[src/rtl/scr15_pkg.sv]
// Shared constants and types for the octet-wide self-synchronizing
// scrambler pair. Assumes the 1 + x^14 + x^15 generator.
package scr15_pkg;

    // Direction of a stage: which bits feed its history register.
    typedef enum logic {
        MODE_SCRAMBLE   = 1'b0,
        MODE_DESCRAMBLE = 1'b1
    } scr_mode_e;

    localparam int OCTET_BITS = 8;   // bits handled per clock
    localparam int HIST_BITS  = 15;  // history length = highest tap
    localparam int TAP_NEAR   = 14;  // first feedback tap (delay in bits)
    localparam int TAP_FAR    = 15;  // second feedback tap (delay in bits)

endpackage

[src/rtl/scr15_mix_net.sv]
// Combinational bit network for one octet.
// It unrolls OCTET_W bit steps of a multiplicative scrambler, MSB first.
// Each step XORs the data bit with the history bits TAP_A and TAP_B
// positions back. The step then shifts the stream bit into the history.
// In scramble mode the stream bit is the XOR result; in descramble mode
// it is the incoming bit.
// Assumes: hist[0] holds the most recent stream bit,
// and TAP_A, TAP_B <= HIST_W.
module scr15_mix_net
    import scr15_pkg::*;
#(
    parameter int        OCTET_W = OCTET_BITS,
    parameter int        HIST_W  = HIST_BITS,
    parameter int        TAP_A   = TAP_NEAR,
    parameter int        TAP_B   = TAP_FAR,
    parameter scr_mode_e MODE    = MODE_SCRAMBLE
) (
    input  logic [HIST_W-1:0]  hist,
    input  logic [OCTET_W-1:0] din,
    output logic [OCTET_W-1:0] mixed,
    output logic [HIST_W-1:0]  next_hist
);

    localparam int STEPS = OCTET_W;

    // chain[k] is the history seen by bit step k
    logic [HIST_W-1:0]  chain [0:STEPS];
    logic [OCTET_W-1:0] stream;

    assign chain[0] = hist;

    // One bit step per data bit, most significant bit first
    for (genvar k = 0; k < STEPS; k++) begin : g_step
        localparam int BIT = OCTET_W - 1 - k;
        logic fb;
        assign fb          = chain[k][TAP_A-1] ^ chain[k][TAP_B-1];
        assign mixed[BIT]  = din[BIT] ^ fb;
        assign stream[BIT] = (MODE == MODE_SCRAMBLE) ? mixed[BIT] : din[BIT];
        assign chain[k+1]  = {chain[k][HIST_W-2:0], stream[BIT]};
    end

    assign next_hist = chain[STEPS];

endmodule

[src/rtl/scr15_stage.sv]
// One registered scrambler or descrambler stage, one octet per clock.
// Control octets pass unchanged and freeze the history.
// With the enable low, data passes unchanged and the raw octet is shifted
// into the history, so the stream stays continuous.
// Idle cycles (in_valid low) freeze the history.
// Assumes: HIST_W > OCTET_W, synchronous active-low reset.
module scr15_stage
    import scr15_pkg::*;
#(
    parameter int               OCTET_W = OCTET_BITS,
    parameter int               HIST_W  = HIST_BITS,
    parameter int               TAP_A   = TAP_NEAR,
    parameter int               TAP_B   = TAP_FAR,
    parameter scr_mode_e        MODE    = MODE_SCRAMBLE,
    parameter logic [HIST_W-1:0] SEED   = '1
) (
    input  logic               clk,
    input  logic               rst_n,
    input  logic               in_valid,
    input  logic               in_en,
    input  logic               in_ctrl,
    input  logic [OCTET_W-1:0] in_data,
    output logic               out_valid,
    output logic               out_ctrl,
    output logic [OCTET_W-1:0] out_data
);

    localparam int KEEP_W = HIST_W - OCTET_W;

    logic [HIST_W-1:0]  hist;
    logic [OCTET_W-1:0] net_mixed;
    logic [HIST_W-1:0]  net_next;
    logic [HIST_W-1:0]  raw_next;
    logic               pass_thru;

    scr15_mix_net #(
        .OCTET_W (OCTET_W),
        .HIST_W  (HIST_W),
        .TAP_A   (TAP_A),
        .TAP_B   (TAP_B),
        .MODE    (MODE)
    ) i_net (
        .hist      (hist),
        .din       (in_data),
        .mixed     (net_mixed),
        .next_hist (net_next)
    );

    // History after shifting the raw octet in, used when whitening is off
    assign raw_next  = {hist[KEEP_W-1:0], in_data};
    // Octet leaves the stage unmodified
    assign pass_thru = in_ctrl || !in_en;

    // Output register: valid every cycle, data and flag on valid octets
    always_ff @(posedge clk) begin
        if (!rst_n) begin
            out_valid <= 1'b0;
            out_ctrl  <= 1'b0;
            out_data  <= '0;
        end else begin
            out_valid <= in_valid;
            if (in_valid) begin
                out_ctrl <= in_ctrl;
                out_data <= pass_thru ? in_data : net_mixed;
            end
        end
    end

    // History register: advances only on valid data octets
    always_ff @(posedge clk) begin
        if (!rst_n) begin
            hist <= SEED;
        end else if (in_valid && !in_ctrl) begin
            hist <= in_en ? net_next : raw_next;
        end
    end


    reset_load_chk: assert property (@(posedge clk)
        !rst_n |=> (!out_valid && !out_ctrl && out_data == '0 && hist == SEED));


    idle_hold_chk: assert property (@(posedge clk) disable iff (!rst_n)
        !in_valid |=> (!out_valid && $stable(hist)));


    valid_lat_chk: assert property (@(posedge clk) disable iff (!rst_n)
        in_valid |=> out_valid);


    ctrl_pass_chk: assert property (@(posedge clk) disable iff (!rst_n)
        (in_valid && in_ctrl) |=>
            (out_ctrl && out_data == $past(in_data) && $stable(hist)));


    bypass_track_chk: assert property (@(posedge clk) disable iff (!rst_n)
        (in_valid && !in_ctrl && !in_en) |=>
            (!out_ctrl && out_data == $past(in_data) &&
             hist[OCTET_W-1:0] == $past(in_data)));

    if (MODE == MODE_SCRAMBLE) begin : g_scr_chk

        scr_stream_chk: assert property (@(posedge clk) disable iff (!rst_n)
            (in_valid && !in_ctrl && in_en) |=>
                (hist[OCTET_W-1:0] == out_data));
    end else begin : g_dsc_chk

        dsc_stream_chk: assert property (@(posedge clk) disable iff (!rst_n)
            (in_valid && !in_ctrl && in_en) |=>
                (hist[OCTET_W-1:0] == $past(in_data)));
    end

endmodule

[src/rtl/scr15_octet_pair.sv]
// Top of the scrambler pair: an independent transmit scrambler and
// receive descrambler sharing one clock and reset.
// Assumes: the receive side sees the same octet stream and enable pattern
// that the transmit side produced, with control octets flagged.
module scr15_octet_pair
    import scr15_pkg::*;
#(
    parameter int                OCTET_W = OCTET_BITS,
    parameter int                HIST_W  = HIST_BITS,
    parameter int                TAP_A   = TAP_NEAR,
    parameter int                TAP_B   = TAP_FAR,
    parameter logic [HIST_W-1:0] TX_SEED = '1,
    parameter logic [HIST_W-1:0] RX_SEED = '1
) (
    input  logic               clk,
    input  logic               rst_n,
    input  logic               tx_valid,
    input  logic               tx_en,
    input  logic               tx_ctrl,
    input  logic [OCTET_W-1:0] tx_data,
    output logic               tx_out_valid,
    output logic               tx_out_ctrl,
    output logic [OCTET_W-1:0] tx_out_data,
    input  logic               rx_valid,
    input  logic               rx_en,
    input  logic               rx_ctrl,
    input  logic [OCTET_W-1:0] rx_data,
    output logic               rx_out_valid,
    output logic               rx_out_ctrl,
    output logic [OCTET_W-1:0] rx_out_data
);

    scr15_stage #(
        .OCTET_W (OCTET_W),
        .HIST_W  (HIST_W),
        .TAP_A   (TAP_A),
        .TAP_B   (TAP_B),
        .MODE    (MODE_SCRAMBLE),
        .SEED    (TX_SEED)
    ) i_tx_stage (
        .clk       (clk),
        .rst_n     (rst_n),
        .in_valid  (tx_valid),
        .in_en     (tx_en),
        .in_ctrl   (tx_ctrl),
        .in_data   (tx_data),
        .out_valid (tx_out_valid),
        .out_ctrl  (tx_out_ctrl),
        .out_data  (tx_out_data)
    );

    scr15_stage #(
        .OCTET_W (OCTET_W),
        .HIST_W  (HIST_W),
        .TAP_A   (TAP_A),
        .TAP_B   (TAP_B),
        .MODE    (MODE_DESCRAMBLE),
        .SEED    (RX_SEED)
    ) i_rx_stage (
        .clk       (clk),
        .rst_n     (rst_n),
        .in_valid  (rx_valid),
        .in_en     (rx_en),
        .in_ctrl   (rx_ctrl),
        .in_data   (rx_data),
        .out_valid (rx_out_valid),
        .out_ctrl  (rx_out_ctrl),
        .out_data  (rx_out_data)
    );

endmodule

[config.mk]
export PLATFORM = sky130hd
export DESIGN_NAME = scr15_octet_pair
export DESIGN_NICKNAME = d
export VERILOG_FILES = /design/src/rtl/scr15_pkg.sv /design/src/rtl/scr15_mix_net.sv /design/src/rtl/scr15_stage.sv /design/src/rtl/scr15_octet_pair.sv
export SDC_FILE = /design/constraint.sdc
export NUM_CORES = 1
export LEC_CHECK = 0
export BUFFER_PORTS_ARGS = -buffer_cell sky130_fd_sc_hd__buf_2
export CORE_MARGIN = 2
export CORE_UTILIZATION = 57
export CTS_BUF_LIST = sky130_fd_sc_hd__clkbuf_8
export DETAILED_ROUTE_END_ITERATION = 10
export HOLD_SLACK_MARGIN = 0.06
export PLACE_DENSITY_LB_ADDON = 0.15
export REMOVE_ABC_BUFFERS = 1
export SLEW_MARGIN = 20
export SYNTH_ARGS = -nofsm -noshare
export SYNTH_HDL_FRONTEND = slang
export SYNTH_SLANG_ARGS = --single-unit
[constraint.sdc]
create_clock -name clk -period 1.23 [get_ports clk]
set_input_delay 0.0615 -clock clk [delete_from_list [all_inputs] [get_ports clk]]
set_output_delay 0.0615 -clock clk [all_outputs]
set_load 0.1 [all_outputs]
After elaboration in Yosys (flattened, before gate mapping)
Cells that the tools add are included.
Word-level totals
  logic and storage cells: 51
  bits of input ports: 24
  register bits: 50
  output and inout port bits: 20
Operators by class
  bitwise logic cells: 32
  reduce and logical (&&, ||, !) cells: 8
  muxes and demuxes: 3
Operators with widths (count)
  XOR 1 bit: 32
  two-way mux 8 bit: 3
  zero test 1 bit: 4
  logical AND 1 bit: 2
  logical OR 1 bit: 2

Longest topological paths before layout
  depth in word-level cells: 3
  gate-level depth with buffers: 5
  mapped depth without buffers: 3

By module
A second synthesis with hierarchy kept.
Second synthesis, totals
  cells, all modules: 286
  area total of the unflattened synthesis: 3025.4 um2
Modules (own cells, without submodules)
  scr15_stage: area an instance 1209.9 um2, times used 2, cells each 120, sequential area each 500.5 um2
  scr15_mix_net: area an instance 302.8 um2, times used 2, cells each 23, sequential area each 0.0 um2

Least setup slack after synthesis
OpenSTA, ideal clock, no wires.
  path type: reg2reg
  start: register, netlist name i_rx_stage.out_data[0]
  end: register i_rx_stage.out_data[0]
  setup time: 91 ps
  period minus slack after synthesis: 1324 ps
  data arrival time: 1233 ps
  cell stages (with the launch flop): 3
  required time: 1139 ps
  setup slack: -94 ps
  buffers on the path: 0
  cell sequence: dfxtp_1 > nor2_1 > a311oi_1
RTL lines
  to (signal assigned): line scr15_stage.sv:64  | out_data <= pass_thru ? in_data : net_mixed;
  to (decl): line scr15_stage.sv:25  | output logic [OCTET_W-1:0] out_data

Final worst setup path
  start: input port rx_data[1]
  end: register i_rx_stage.out_data[1]
On the way
  longest elaborated chain between the ends: 2
RTL lines
  from (decl): line scr15_octet_pair.sv:27  | input logic [OCTET_W-1:0] rx_data,
  XOR 1 bit: line scr15_mix_net.sv:37  | assign mixed[BIT] = din[BIT] ^ fb;
  two-way mux 8 bit *: line scr15_stage.sv:64
Mark *: on every way between the ends. The rest lies on a longest branch, timed or not.
A chain may end at the register's enable or synchronous reset.

==> flow_summary.ini <==
[clocking]
numCtsBuffers = 5
postCtsSetupBuffers = 0
clkTransAtPathRegs_ps = 90
cts.sinks = 50
cts_tree = yes
clock_latency_ps = 300
cts_buffer_depth = 2
cts_root_buf = clkbuf_8
htree_levels = 2

[yosys]
yosys.cell_types.count = 26
synth_warnings = 0
ys_seq_area_share_pct = 44.7
ys_ff_latch = 50
syn_inst = 271
synth_area_per_cell_um2 = 8.27
netlist_area_um2 = 2240

[final_layout]
num-nets-final = 349
final_area_um2 = 2790
fin_cells = 373
drive_gt1_share_pct = 20.0
antenna_cells = 0
areaGrowthSynthToFinish_pct = 24.3
fillerInstances = 293

[critical_path]
critPathMaxFanout = 3
critPathKind = in -> reg
startpoint_type = primary input
cp.arrival_ps = 1370
critPathRequiredTime_ps = 1440
endpoint_kind = register

[die]
die-area_um2 = 4450
die_x_um = 66.7
num_rows = 22
fp.dieH_um = 66.7
start_util_pct = 60.3
io_pins = 44
core_um2 = 3720

[pwr]
ir_drop_mv = 0.736
comb_power_share_pct = 22.5
power_density_nw_per_um2 = 1390
seqPwrFrac_pct = 46.8
power.internal_mw = 2.63
switchingPower_mw = 1.23
clkPwrFrac_pct = 30.7
swShare_pct = 31.8
p_leak_nw = 1.20

[sta]
rsz0062_at_grt = false
setup_viol = 0
finalClockSkew_ps = 5.51
post-route-period-util_pct = 93.9
worst_pin_slew_ps = 929
fin_crit_ps = 1160
slew_viol_final = 0
hold_viol_final = 0
slew_headroom_pct = 37.9
fmax_mhz = 865

[grt]
gr-total-overflow = 0
grt_pass1_wl_mm = 8.49
grtUsageMet2_pct = 47.8
grt_pass1_vias = 1998
grt-busiest-layer = met2
antenna_found_initial = 0
track_usage_pct = 25.1
grt_start_max_net_pins = 24
use_met3_pct = 6.08
grt_util_met1_pct = 26.2

[drt]
routed_wl_mm = 5.11
vias_per_cell = 5.69
vias = 2121
drt_iter0_markers = 126
ant_nets = 0
drtPass1Iterations = 4
wl_per_cell_um = 13.7
drc_errors = 0

[hold_path]
min_path_type = in -> reg

[placement]
place_area_um2 = 2520
dp_hpwl_mm = 3.45
io_buffers = 43
placedCellCount = 351
gp_congestion = 0.779

[run]
max_cap_viol_count = 0

[run_status]
outcome = finished, final reports clean
==> worst max-delay path, stage by stage <==
cell           delay (ps)
dlygate4sd3_1         540
buf_2                 140
or3_1                 360
a311oi_1              260
==> routing by layer <==
layer,vias to the layer above,share of wire [%]
met2,39,53
met5,-,0
met4,0,1.3
met1,1011,43
li1,1064,-
met3,7,3.5
==> sequential cells by signal, summed over array words and instances, names as in the netlist <==
signal                count
i_rx_stage.hist          15
i_rx_stage.out_ctrl       1
i_rx_stage.out_data       8
i_rx_stage.out_valid      1
i_tx_stage.hist          15
i_tx_stage.out_ctrl       1
i_tx_stage.out_data       8
i_tx_stage.out_valid      1
==> power groups by stage <==
stage,clock (mW),combinational (mW),sequential (mW)
after floorplan,0,0.275,2.16
after global placement,0,0.812,1.84
after detailed placement,0,0.830,1.84
after CTS,1.19,0.863,1.80
after global routing,1.26,0.934,1.82
final,1.19,0.867,1.81
==> kinds of logic (layout without fill, tap and decap cells) <==
kind of cell / Yosys count / count (layout) / synth area share, %
buffers and inverters: 29 / 83 / 5.47
AOI/OAI and AO/OA: 40 / 40 / 14.7
muxes: 2 / 2 / 0.893
xor gates and xnor gates: 16 / 16 / 6.25
and+or+nand+nor: 134 / 134 / 28.0
DFF: 50 / 50 / 44.7
==> synth_stat cells (all sizes together) <==
cell | instances | area share, %
o311ai | 8 | 3.1
clkinv | 1 | 0.17
mux2i | 2 | 0.89
xnor2 | 16 | 6.3
buf | 9 | 2.1
nor2b | 3 | 0.84
o2111a | 8 | 4.0
clkbuf | 10 | 1.7
nor2 | 10 | 1.7
nor3 | 16 | 3.6
o211ai | 8 | 2.7
nor4 | 8 | 2.2
or3 | 8 | 2.2
nand2b | 4 | 1.5
a311oi | 8 | 3.1
and2 | 2 | 0.56
nand2 | 60 | 10
dfxtp | 50 | 45
nand3 | 23 | 5.4
inv | 9 | 1.5
o21ai | 8 | 1.8
==> cells in the final DEF, fill, tap and decap left out, drive strengths merged <==
| cell | n |
|---|---|
| nor2b | 3 |
| dfxtp | 50 |
| o21ai | 8 |
| bufinv | 1 |
| mux2i | 2 |
| dlygate4sd3 | 15 |
| inv | 9 |
| nand2 | 60 |
| and2 | 2 |
| clkinv | 1 |
| nand2b | 4 |
| or3 | 8 |
| a311oi | 8 |
| xnor2 | 16 |
| nor4 | 8 |
| clkbuf | 6 |
| buf | 51 |
| o211ai | 8 |
| nand3 | 23 |
| nor3 | 16 |
| o311ai | 8 |
| o2111a | 8 |
| nor2 | 10 |
==> timing repair <==
action                                 CTS  global route
gates resized for setup                  0             5
setup endpoints to repair                0             4
hold buffers                            14             1
endpoints found under the hold margin   19             1
==> layout make-up <==
type                       count  area [um2]  share of cell area [%]
timing repair buffer          66         450                    16.2
clock buffer                   6        82.6                    2.96
clock inverter                 1        30.0                    1.08
tap                           48        60.1                    2.16
sequential                    50        1010                    36.2
multi-input combinational    192        1120                    40.1
inverter                      10        37.5                    1.35
==> path summary, 6_finish.rpt <==
path	startpoint	endpoint	slack (ps)	depth (start not counted)
worst max-delay path	rx_data[1]	i_rx_stage.out_data[1]$_SDFFE_PN0P_	70	4
worst min-delay path	tx_data[4]	i_tx_stage.out_data[4]$_SDFFE_PN0P_	70	2
worst max register to register	i_rx_stage.hist[8]$_SDFFE_PN1P_	i_rx_stage.out_data[1]$_SDFFE_PN0P_	80	3
worst min register to register	i_tx_stage.out_data[0]$_SDFFE_PN0P_	i_tx_stage.out_data[0]$_SDFFE_PN0P_	470	2
==> per-stage QoR <==
| stage | TNS [ps] | setup slack, ps | hold slack [ps] | power [mW] | util, % |
|---|---|---|---|---|---|
| after floorplan | -4660 | -339 | 133 | 2.43 | - |
| after global placement | 0 | 8.19 | 297 | 2.65 | 67.7 |
| after detailed placement | -48.7 | -16.9 | 307 | 2.67 | 67.7 |
| after CTS | 0 | 49.9 | 63.1 | 3.86 | 74.5 |
| after global routing | 0 | 3.65 | 63.2 | 4.02 | 74.9 |
| final | 0 | 74.5 | 67.0 | 3.86 | 74.9 |
Note: power is estimated with default switching activity, not from simulation.
